## src/rtl/edraft_pkg.sv

```systemverilog
package edraft_pkg;

  localparam int unsigned COST_W   = 26;
  localparam int unsigned N_STAGE  = 6;
  localparam int unsigned N_CAT    = 3;

  typedef enum logic [1:0] {
    DUP_NONE = 2'b00,
    DUP_PART = 2'b01,
    DUP_FULL = 2'b10,
    DUP_RSVD = 2'b11
  } dup_e;

  // category index into the event vector
  localparam int unsigned CAT_ORD  = 0;
  localparam int unsigned CAT_PART = 1;
  localparam int unsigned CAT_FULL = 2;

  // stage costs in 2^-24 nJ: fetch, thread select, decode, execute, memory, writeback
  localparam logic [COST_W-1:0] STAGE_COST [N_STAGE] = '{
    26'd10162274, 26'd601149, 26'd343513, 26'd7843558, 26'd5438964, 26'd4236666
  };

  // per category, stages left out of the charge (bit i = stage i)
  localparam logic [N_STAGE-1:0] SKIP_MASK [N_CAT] = '{
    6'b000000,   // ordinary
    6'b000100,   // partial duplicate: decode
    6'b000111    // full duplicate in lockstep: fetch, select, decode
  };

endpackage

```

## src/rtl/edraft_classify.sv

```systemverilog
module edraft_classify
  import edraft_pkg::*;
(
  input  logic              issue_vld,
  input  logic              sync,
  input  logic              drafted,
  input  logic [1:0]        dup_class,
  output logic [N_CAT-1:0]  cat_inc,
  output logic [COST_W-1:0] cost
);

  logic [N_CAT-1:0] cat_sel;
  logic [N_STAGE-1:0] skip;

  always_comb begin
    cat_sel = '0;
    if (drafted && sync && dup_class == DUP_FULL) begin
      cat_sel[CAT_FULL] = 1'b1;
    end else if (drafted && dup_class == DUP_PART) begin
      cat_sel[CAT_PART] = 1'b1;
    end else begin
      cat_sel[CAT_ORD] = 1'b1;
    end
  end

  always_comb begin
    skip = '0;
    for (int c = 0; c < N_CAT; c++) begin
      if (cat_sel[c]) skip = skip | SKIP_MASK[c];
    end
  end

  always_comb begin
    cost = '0;
    if (issue_vld) begin
      for (int s = 0; s < N_STAGE; s++) begin
        if (!skip[s]) cost = cost + STAGE_COST[s];
      end
    end
  end

  assign cat_inc = issue_vld ? cat_sel : '0;

endmodule

```

## src/rtl/edraft_sat_acc.sv

```systemverilog
module edraft_sat_acc #(
  parameter int unsigned ACC_W  = 48,
  parameter int unsigned COST_W = 26
) (
  input  logic              clk,
  input  logic              rst_n,
  input  logic              clr,
  input  logic              add_en,
  input  logic [COST_W-1:0] add_val,
  output logic [ACC_W-1:0]  acc
);

  localparam logic [ACC_W-1:0] ACC_MAX = {ACC_W{1'b1}};

  logic [ACC_W:0]   sum;
  logic [ACC_W-1:0] acc_nxt;
  logic             acc_en;

  assign sum    = {1'b0, acc} + {{(ACC_W+1-COST_W){1'b0}}, add_val};
  assign acc_en = clr | add_en;

  always_comb begin
    if (clr)          acc_nxt = '0;
    else if (sum[ACC_W]) acc_nxt = ACC_MAX;
    else              acc_nxt = sum[ACC_W-1:0];
  end

  always_ff @(posedge clk or negedge rst_n) begin
    if (!rst_n)      acc <= '0;
    else if (acc_en) acc <= acc_nxt;
  end

  a_r6_sat_hold: assert property (@(posedge clk) disable iff (!rst_n)
    (acc == ACC_MAX && !clr) |=> acc == ACC_MAX);

  a_r6_no_wrap: assert property (@(posedge clk) disable iff (!rst_n)
    !clr |=> acc >= $past(acc));

  a_r8_clear: assert property (@(posedge clk) disable iff (!rst_n)
    clr |=> acc == '0);

endmodule

```

## src/rtl/edraft_evt_cnt.sv

```systemverilog
module edraft_evt_cnt #(
  parameter int unsigned CNT_W = 32,
  parameter int unsigned N     = 3
) (
  input  logic                    clk,
  input  logic                    rst_n,
  input  logic                    clr,
  input  logic [N-1:0]            inc,
  output logic [N-1:0][CNT_W-1:0] cnt
);

  for (genvar g = 0; g < N; g++) begin : g_cnt
    logic [CNT_W-1:0] cnt_nxt;
    logic             cnt_en;

    assign cnt_en  = clr | inc[g];
    assign cnt_nxt = clr ? '0 : cnt[g] + 1'b1;

    always_ff @(posedge clk or negedge rst_n) begin
      if (!rst_n)      cnt[g] <= '0;
      else if (cnt_en) cnt[g] <= cnt_nxt;
    end

    a_r5_idle_hold: assert property (@(posedge clk) disable iff (!rst_n)
      (!clr && !inc[g]) |=> $stable(cnt[g]));
  end

endmodule

```

## src/rtl/edraft_energy_acc.sv

```systemverilog
module edraft_energy_acc
  import edraft_pkg::*;
#(
  parameter int unsigned ACC_W = 48,
  parameter int unsigned CNT_W = 32
) (
  input  logic             clk,
  input  logic             rst_n,
  input  logic             clr,
  input  logic             issue_vld,
  input  logic             sync,
  input  logic             drafted,
  input  logic [1:0]       dup_class,
  output logic [ACC_W-1:0] energy_o,
  output logic [CNT_W-1:0] cnt_full_o,
  output logic [CNT_W-1:0] cnt_part_o,
  output logic [CNT_W-1:0] cnt_ord_o
);

  logic [N_CAT-1:0]            cat_inc;
  logic [COST_W-1:0]           cost;
  logic [N_CAT-1:0][CNT_W-1:0] cnt;

  edraft_classify u_cls (
    .issue_vld (issue_vld),
    .sync      (sync),
    .drafted   (drafted),
    .dup_class (dup_class),
    .cat_inc   (cat_inc),
    .cost      (cost)
  );

  edraft_sat_acc #(.ACC_W(ACC_W), .COST_W(COST_W)) u_acc (
    .clk     (clk),
    .rst_n   (rst_n),
    .clr     (clr),
    .add_en  (issue_vld),
    .add_val (cost),
    .acc     (energy_o)
  );

  edraft_evt_cnt #(.CNT_W(CNT_W), .N(N_CAT)) u_cnt (
    .clk   (clk),
    .rst_n (rst_n),
    .clr   (clr),
    .inc   (cat_inc),
    .cnt   (cnt)
  );

  assign cnt_ord_o  = cnt[CAT_ORD];
  assign cnt_part_o = cnt[CAT_PART];
  assign cnt_full_o = cnt[CAT_FULL];

  a_r7_one_class: assert property (@(posedge clk) disable iff (!rst_n)
    issue_vld |-> $countones(cat_inc) == 1);

  a_r5_no_issue_no_charge: assert property (@(posedge clk) disable iff (!rst_n)
    (!issue_vld && !clr) |=> $stable(energy_o));

  a_r3_full_cheapest: assert property (@(posedge clk) disable iff (!rst_n)
    (issue_vld && cat_inc[CAT_FULL]) |-> cost == STAGE_COST[3] + STAGE_COST[4] + STAGE_COST[5]);

endmodule

```

## config.mk

```make
export PLATFORM = sky130hd
export DESIGN_NAME = edraft_energy_acc
export DESIGN_NICKNAME = d
export VERILOG_FILES = /design/src/rtl/edraft_pkg.sv /design/src/rtl/edraft_classify.sv /design/src/rtl/edraft_sat_acc.sv /design/src/rtl/edraft_evt_cnt.sv /design/src/rtl/edraft_energy_acc.sv
export SDC_FILE = /design/constraint.sdc
export NUM_CORES = 1
export LEC_CHECK = 0
export ABC_AREA = 1
export BUFFER_PORTS_ARGS = -buffer_cell sky130_fd_sc_hd__buf_2
export CAP_MARGIN = 20
export CORE_MARGIN = 1.5
export CORE_UTILIZATION = 59
export CTS_BUF_LIST = sky130_fd_sc_hd__clkbuf_4 sky130_fd_sc_hd__clkbuf_8 sky130_fd_sc_hd__clkbuf_16
export CTS_CLUSTER_SIZE = 20
export DETAILED_ROUTE_END_ITERATION = 6
export PLACE_DENSITY = 0.88
export SYNTH_ARGS = -nofsm -noshare
export SYNTH_HDL_FRONTEND = slang
export SYNTH_SLANG_ARGS = --single-unit
```

## constraint.sdc

```tcl
create_clock -name clk -period 2.6 [get_ports clk]
set_input_delay 0.26 -clock clk [delete_from_list [all_inputs] [get_ports clk]]
set_output_delay 0.26 -clock clk [all_outputs]
set_load 0.05 [all_outputs]
```

### After elaboration in Yosys (flattened, before gate mapping)

Cells that the tools add are included.

| word-level totals | value |
|---|---|
| bits in registers | 144 |
| word-level logic and storage cells | 46 |
| input bits | 8 |

| cells by class | value |
|---|---|
| reduce and logical (&&, ||, !) cells | 3 |
| equal/unequal tests | 2 |
| add/sub/neg operators | 9 |
| bitwise gates (word level) | 4 |
| mux-type cells | 24 |

Operators by type and width:

| cell | number |
|---|---|
| $mux 26 | 11 |
| $add 32x1->32 const B | 3 |
| $mux 32 | 3 |
| $mux 48 | 2 |
| $add 26x23->26 const B | 3 |
| $add 48x26->49 | 1 |
| $add 26x19->26 const B | 1 |
| $add 26x20->26 const B | 1 |
| $mux 24 | 1 |
| $mux 3 | 3 |
| $or 1x1->1 | 4 |
| $logic_and 1x1->1 | 3 |
| $mux 1 | 3 |
| $eq 2x1->1 const B | 1 |
| $eq 2x2->1 const B | 1 |
| $mux 2 | 1 |

### Longest topological paths before layout

Gate-level depths: netlist of the first run.

| logic depth | value |
|---|---|
| depth after elaboration | 26 |
| depth in mapped cells | 23 |

### Hierarchy

A second synthesis of the first run with hierarchy kept.

| second synthesis, totals | value |
|---|---|
| cell total of the unflattened synthesis | 1764 |
| area total of the unflattened synthesis | 11169.5 µm² |

Modules (own cells, without submodules):

| module | area each (µm²) | times used | sequential area each (µm²) | cells each |
|---|---|---|---|---|
| edraft_evt_cnt | 5686.7 | 1 | 2402.3 | 815 |
| edraft_sat_acc | 5205.0 | 1 | 1201.2 | 899 |
| edraft_classify | 277.8 | 1 | 0.0 | 50 |

### Worst setup path after synthesis of the first run

OpenSTA, ideal clock, no wires.

| path | value |
|---|---|
| path kind | input to register |
| from | input port dup_class[0] |
| to | register u_acc.acc[1] |
| arrival | 2461 ps |
| cell stages on the path | 22 |
| setup slack | 65 ps |
| required time | 2526 ps |
| library setup time | 74 ps |
| path buffers | 1 |
| cell sequence | inv_1 > nand4_2 > inv_2 > ha_1 > nand2_1 > nor2_1 > xor2_1 > nor2_1 > ha_1 > nand2_1 > nor2_1 > nand2_1 > inv_1 > nand2_1 > nand2_1 > nand2_2 > nand2_4 > nand2_4 > buf_6 > nand2_1 > nand2_1 > o21ai_2 |

| on the way | value |
|---|---|
| word-level cells in the longest chain between the ends | 24 |

RTL lines:

| item | RTL line | text |
|---|---|---|
| start, declared | edraft_energy_acc.sv:13 | `input logic [1:0] dup_class,` |
| $eq 2x2->1 | edraft_classify.sv:17 | `if (drafted && sync && dup_class == DUP_FULL) begin` |
| $logic_and 1x1->1 | edraft_classify.sv:17 |  |
| $mux 1 | edraft_classify.sv:17 |  |
| $mux 3 * | edraft_classify.sv:29 | `if (cat_sel[c]) skip = skip \| SKIP_MASK[c];` |
| $mux 24 | edraft_classify.sv:37 | `if (!skip[s]) cost = cost + STAGE_COST[s];` |
| $mux 26 | edraft_classify.sv:35 | `if (issue_vld) begin` |
| $add 26x20->26 | edraft_classify.sv:37 |  |
| $mux 26 | edraft_classify.sv:37 |  |
| (+8 left out) | n/a |  |
| $mux 26 * | edraft_classify.sv:37 |  |
| $mux 26 * | edraft_classify.sv:35 |  |
| $add 26x23->26 | edraft_classify.sv:37 |  |
| $mux 26 * | edraft_classify.sv:37 |  |
| $mux 26 * | edraft_classify.sv:35 |  |
| $add 48x26->49 * | edraft_sat_acc.sv:19 | `assign sum = {1'b0, acc} + {{(ACC_W+1-COST_W){1'b0}}, add_val};` |
| $mux 48 * | edraft_sat_acc.sv:24 | `else if (sum[ACC_W]) acc_nxt = ACC_MAX;` |
| $mux 48 * | edraft_sat_acc.sv:23 | `if (clr) acc_nxt = '0;` |
| end signal, assigned | edraft_sat_acc.sv:30 | `else if (acc_en) acc <= acc_nxt;` |
| end, declared | edraft_sat_acc.sv:10 | `output logic [ACC_W-1:0] acc` |

Every way passes the cells marked *; elsewhere a longest branch is shown, timed or not. The select of a mux whose other input is x is not followed.
A chain may end at the register's enable or synchronous reset.

### Worst setup path after layout of the first run

| path | value |
|---|---|
| from | input port dup_class[0] |
| to | register u_acc.acc[40] |

The elaborated chain is that of the path after synthesis.

==> results of run 1 <==
==> how the worst max path moves through the flow <==
stage,from,end,slack [ns],depth (start not counted)
after global placement,dup_class[0],u_acc.acc[40],-0.28,22
after global routing,dup_class[0],u_acc.acc[20],-0.002,20
after detailed placement,dup_class[0],u_acc.acc[40],-0.41,22
after CTS,dup_class[0],u_acc.acc[36],0.02,22
final,dup_class[0],u_acc.acc[40],0.14,22
after floorplan,dup_class[0],u_acc.acc[1],0.06,22
==> cells in the final DEF, fill, tap and decap left out, types with 33 or more instances in the layout <==
cell type and count:
nand2_1 531, inv_1 259, buf_2 150, dfrtp_1 144
nor2_1 130, buf_4 100, nand3_1 99, o21ai_0 77
a21oi_1 66, nor3_1 51, nand4_1 33
==> critical path: stages <==
cell     delay [ns]
buf_2          0.11
inv_2          0.06
nand4_4        0.13
inv_4          0.10
ha_1           0.14
nand2_1        0.07
nor2_2         0.12
xor2_1         0.15
nor2_1         0.07
ha_2           0.38
nand2_4        0.09
nor2_4         0.13
nand2_1        0.10
buf_4          0.14
nor2_1         0.13
nand2_1        0.10
nand3_2        0.13
nand2_1        0.08
nand3_1        0.09
nand3_2        0.07
nand2_1        0.05
nand2_1        0.05
==> registers in the layout (all words and copies together) (netlist names) <==
signal     cells
u_acc.acc     48
u_cnt.cnt     96
==> through the flow <==
stage | setup slack, ns | TNS (ns) | cell area [sq um] | hold WS, ns | total power (W)
after floorplan | 0.0650 | 0 | 10700 | -0.0356 | 0.00290
after global placement | -0.282 | -10.39 | 12400 | 0.332 | 0.00325
after detailed placement | -0.409 | -15.59 | 12400 | 0.332 | 0.00327
after CTS | 0.0174 | 0 | 13000 | 0.295 | 0.00582
after global routing | -0.00236 | -0.00236 | 13200 | 0.305 | 0.00605
final | 0.144 | 0 | 13200 | 0.295 | 0.00586
==> metal layers <==
layer	global-route usage	up-vias	part of all wire
met5	0	-	0
met4	0.174	0	0.049
met3	0.0659	145	0.088
met2	0.600	664	0.47
met1	0.441	5496	0.39
li1	-	5714	-
==> report_power, final <==
part / internal [W] / switching (W)
Clock: 0.00147 / 0.00111
Combinational: 0.000304 / 0.000628
Sequential: 0.00229 / 0.0000500
==> kinds of logic (layout without fill, tap and decap cells) <==
kind of cell / Yosys count / count (layout) / share of synthesized area
flip-flops: 144 / 144 / 0.338
AO/OA/AOI/OAI: 184 / 184 / 0.0921
other: 1 / 1 / 0.000352
XOR/XNOR: 27 / 27 / 0.0222
buffers and inverters: 300 / 563 / 0.110
adder cells (fa/ha/maj): 32 / 32 / 0.0382
AND/OR/NAND/NOR: 949 / 949 / 0.400
==> repair_timing <==
action                                  4_1_cts  5_1_grt
pin swaps                                     0        7
cloned                                        0        1
endpoints found under the hold margin        69        0
hold buffers                                  1        0
endpoints found under the setup margin        2       48
buffers inserted                              0        3
resized for setup                             1       36
==> area by class of cell <==
type | count | area [sq um]
inverter | 273 | 1030
sequential | 144 | 3600
clock inverter | 14 | 171
multi-input combinational | 1193 | 6010
clock buffer | 18 | 439
tap | 225 | 282
fill | 1282 | 4300
timing repair buffer | 258 | 1650
==> impl_metrics.csv, run 1 <==
group,metric,value,unit
status,status,"completed",
synthesis,yosys_warnings,0,
power_and_ir_drop,p_leak,7.37,nW
floorplan,pin_count,152,
finish,area_growth,23.6,%
timing,finalCritPeriodShare,0.945,
detailed_routing,drtIter0Drc,1323,
grt,grt_max_degree,73,
floorplan,die_x,137,um
finish,final_util,0.754,
detailed_routing,totalWireLength,33200,um
setup_path,critPathArrivalTime,2.79,ns
finish,nets,1927,
clock_network,clock_tree.root_cell,"clkbuf_16",
place,globalplace.congestion,0.988,
clock_network,cts.clk_slew.worst_paths,0.07,ns
power_and_ir_drop,power_density,444,nW/um^2
synthesis,ys_seq_area_frac,0.338,
grt,grt_pass1_wl,53400,um
clock_network,clk_latency,0.45,ns
timing,hold_viol,0,
detailed_routing,drc,0,
timing,max_slew.worst_pin.slew,0.699,ns
floorplan,die_h,137,um
synthesis,synthTopCellsByCount,"nand2_1 (539), inv_1 (261), dfrtp_1 (144)",
hold_path,min-delay-start,"clr",
clock_network,clockBufferDepth,2,
hold_path,hold_end,"u_cnt.cnt[72]",
setup_path,crit-reg2reg-launch,"u_acc.acc[0]",
grt,first_global_vias,11200,
synthesis,ys_types,47,
place,io_buffers,151,
setup_path,critical_path_required,2.94,ns
synthesis,synth_edf_count,0,
floorplan,coreArea,17500,sq um
clock_network,cts_buffers,17,
synthesis,netlist_top_cells_area,"dfrtp_1 (34%), nand2_1 (19%), inv_1 (9.2%)",
floorplan,fp-row-count,48,
setup_path,critPathMaxFanout,4,
synthesis,ys_ff_latch,144,
grt,antenna_found_initial,0,
floorplan,initial_utilization,0.610,
setup_path,r2r_setup_slack,0.24,ns
timing,fmax,407,MHz
power_and_ir_drop,vdd_drop_max,0.515,mV
synthesis,syn_nets,1677,
run,maxCapViolCount,0,
floorplan,die_area,18900,sq um
timing,final.setup_skew,0.0154,ns
synthesis,synth.most_common_cell,"nand2_1",
setup_path,endpoint_kind,"register",
detailed_routing,ant_nets,0,
synthesis,netlist_instances,1637,
synthesis,yosysTopAreaCellShare,0.338,
synthesis,syn_avg_cell_area,6.52,sq um
detailed_routing,viasPerCell,5.66,
timing,period_minus_slack,2.46,ns
hold_path,hold-path-cell-count,2,
finish,antenna_cells,0,
synthesis,syn_area,10700,sq um
finish,stdcell_count,2125,
clock_network,htreeDepth,4,
setup_path,r2r-end,"u_acc.acc[31]",
setup_path,reg2reg_depth,17,
timing,relSlewSlack,0.534,
finish,drive_gt1_frac,0.208,
setup_path,critPathLaunchType,"input port",
setup_path,crit_type,"in2reg",
synthesis,yosys.area.top_type,"dfrtp_1",
clock_network,cts_tree,"yes",
place,dp.cells,2088,
synthesis,synthFlopType,"dfrtp_1",
synthesis,asyncSetResetFlopFracSynth,1.00,
timing,slew_violations,0,
hold_path,hp-class,"in2reg",
grt,grtUsageTotal,0.357,
detailed_routing,routed-via-count,12000,
timing,setup_viol,0,
place,hpwlAfterDp,24400,um
detailed_routing,routedWlPerCell,15.6,um
clock_network,clkSinkCount,144,
grt,overflow,0,
detailed_routing,dr.pass1.iters,5,
No activity file was read; power rests on OpenSTA's default activity.
==> run 2, diff against run 1 <==
--- a/config.mk
+++ b/config.mk
@@ -6,7 +6,7 @@
 export NUM_CORES = 1
 export LEC_CHECK = 0
 export ABC_AREA = 1
-export BUFFER_PORTS_ARGS = -buffer_cell sky130_fd_sc_hd__buf_2
+export BUFFER_PORTS_ARGS = -buffer_cell sky130_fd_sc_hd__clkbuf_2
 export CAP_MARGIN = 20
 export CORE_MARGIN = 1.5
 export CORE_UTILIZATION = 59
==> constraint.sdc (replaced) <==
create_clock -name clk -period 2.6 [get_ports clk]
set_input_delay 0.13 -clock clk [delete_from_list [all_inputs] [get_ports clk]]
set_output_delay 0.13 -clock clk [all_outputs]
set_load 0.05 [all_outputs]
==> run 2 against run 1 <==
Net effect:
- fmax increased by 2.5%
- power fell by 4.9%
- sequential power about the same
- combinational power decreased by 8.8%
- largest cell class unchanged
==> impl_metrics.csv, run 2 (synthesis results as in run 1) <==
group,metric,value,unit
floorplan,die_h,137,um
setup_path,crit-reg2reg-launch,"u_acc.acc[0]",
timing,setup_viol,0,
grt,grt_pass1_wl,51300,um
floorplan,die_area,18900,sq um
hold_path,hp-class,"in2reg",
floorplan,die_x,137,um
grt,grtUsageTotal,0.344,
finish,final_cell_mix,"nand2_1 (538), inv_1 (260), clkbuf_2 (150), dfrtp_1 (144), nor2_1 (130)",
floorplan,coreArea,17500,sq um
detailed_routing,viasPerCell,5.58,
detailed_routing,routed-via-count,11700,
setup_path,critPathArrivalTime,2.71,ns
clock_network,cts_buffers,17,
timing,rsz0062_at_grt,"true",
timing,hold_viol,0,
finish,nets,1895,
place,globalplace.congestion,1.00,
setup_path,critPathMaxFanout,10,
setup_path,r2r-end,"u_acc.acc[44]",
detailed_routing,dr.pass1.iters,5,
place,dp_slack,-0.328,ns
finish,fill_cells,1379,
setup_path,crit_type,"in2reg",
detailed_routing,routedWlPerCell,15.2,um
finish,largest_registers,"u_cnt.cnt (96), u_acc.acc (48)",
run,maxCapViolCount,0,
grt,first_global_vias,10900,
detailed_routing,drc,0,
setup_path,reg2reg_depth,14,
floorplan,initial_utilization,0.610,
power_and_ir_drop,vdd_drop_max,0.464,mV
floorplan,pin_count,152,
finish,postLayoutCellArea,12800,sq um
clock_network,clkSinkCount,144,
clock_network,cts_tree,"yes",
hold_path,hold_end,"u_cnt.cnt[59]",
finish,antenna_cells,0,
detailed_routing,drtIter0Drc,867,
finish,drive_gt1_frac,0.187,
finish,area_growth,20.1,%
clock_network,htreeDepth,4,
grt,grt_max_degree,66,
place,hpwlAfterDp,24300,um
timing,max_slew.worst_pin.slew,0.632,ns
detailed_routing,ant_nets,0,
clock_network,clk_latency,0.44,ns
grt,overflow,0,
setup_path,critPathLaunchType,"input port",
place,place_area,12200,sq um
place,io_buffers,151,
timing,finalCritPeriodShare,0.922,
clock_network,clockBufferDepth,2,
grt,antenna_found_initial,0,
timing,fmax,417,MHz
setup_path,r2r_setup_slack,0.22,ns
setup_path,critical_path_required,2.92,ns
hold_path,hold-path-cell-count,4,
power_and_ir_drop,p_leak,7.06,nW
clock_network,cts.clk_slew.worst_paths,0.07,ns
finish,largest_reg_flops,96,
finish,final_common_cell,"nand2_1",
timing,slew_violations,0,
setup_path,endpoint_kind,"register",
hold_path,min-delay-start,"clr",
power_and_ir_drop,power_density,435,nW/um^2
timing,final.setup_skew,0.0133,ns
timing,worst_slack,0.203,ns
finish,regMostFlops,"u_cnt.cnt",
status,status,"completed",
clock_network,clock_tree.root_cell,"clkbuf_16",
timing,period_minus_slack,2.40,ns
floorplan,fp-row-count,48,
timing,relSlewSlack,0.578,
detailed_routing,totalWireLength,31900,um
-- run 2: changes by cell type in the layout (fill, tap and decap cells not counted), moves of 5 or more --
cell and delta:
o21ai_0 +7, inv_6 -5, o21ai_1 -7, nand2_2 -6, clkbuf_2 +150, nand2_1 +7
buf_4 -31, buf_2 -150
-- run 2: report_power, final --
part	internal, W	switching, W	leakage, nW
Clock	0.00127	0.00111	0.278
Combinational	0.000249	0.000601	4.78
Sequential	0.00229	0.0000524	2.00
-- run 2: worst max-delay path by stage --
stage                         end  slack [ns]          from
global route        u_acc.acc[44]      -0.009  dup_class[0]
finish               u_acc.acc[3]        0.20  dup_class[0]
floorplan            u_acc.acc[1]        0.14  u_acc.acc[0]
CTS                 u_acc.acc[19]        0.12  dup_class[0]
detailed placement  u_acc.acc[35]       -0.33  dup_class[0]
global placement    u_acc.acc[19]       -0.28  dup_class[0]
-- run 2: repair_timing --
item	4_1_cts	5_1_grt
resized for setup	0	12
hold endpoints to repair	62	0
buffers inserted	0	1
hold buffers	1	0
setup endpoints to repair	0	48
-- run 2: worst max-delay path, stage by stage --
cell and delay [ns]:
clkbuf_2 0.09, inv_1 0.06, nand4_4 0.09, inv_2 0.06
buf_4 0.14, nor2_2 0.38, ha_1 0.38, nand2_1 0.13
nand2_1 0.07, nand2_1 0.05, nand2_1 0.07, inv_1 0.08
nand2_1 0.08, inv_1 0.08, nor2_1 0.04, o21ai_0 0.20
nand2_2 0.14, buf_12 0.17, o21ai_0 0.18, nand2_1 0.07
-- run 2: per-stage QoR --
stage	setup TNS, ns	total power (W)	hold slack, ns	instances	utilization
finish	0	0.00557	0.178	2093	0.733
global placement	-8.39	0.00319	0.162	2059	0.697
floorplan	0	0.00290	-0.166	1637	-
CTS	0	0.00556	0.160	2092	0.730
global route	-0.0144	0.00574	0.215	2093	0.733
detailed placement	-10.65	0.00321	0.163	2059	0.697
-- run 2: cell type report --
class | count | area (sq um) | share of cell area
clock inverters | 14 | 131 | 0.0103
flip-flops and latches | 144 | 3600 | 0.281
repair buffers | 226 | 1390 | 0.109
well taps | 225 | 282 | 0.0220
multi-input cells | 1193 | 5950 | 0.464
clock buffers | 18 | 433 | 0.0338
inverters | 273 | 1020 | 0.0800
-- run 2: routing by layer --
layer  vias to the layer above  track usage  part of all wire
li1                       5634            -                 -
met1                      5420        0.425              0.40
met2                       520        0.586              0.48
met4                         0        0.171             0.041
met3                       105       0.0526             0.082
met5                         -            0                 0
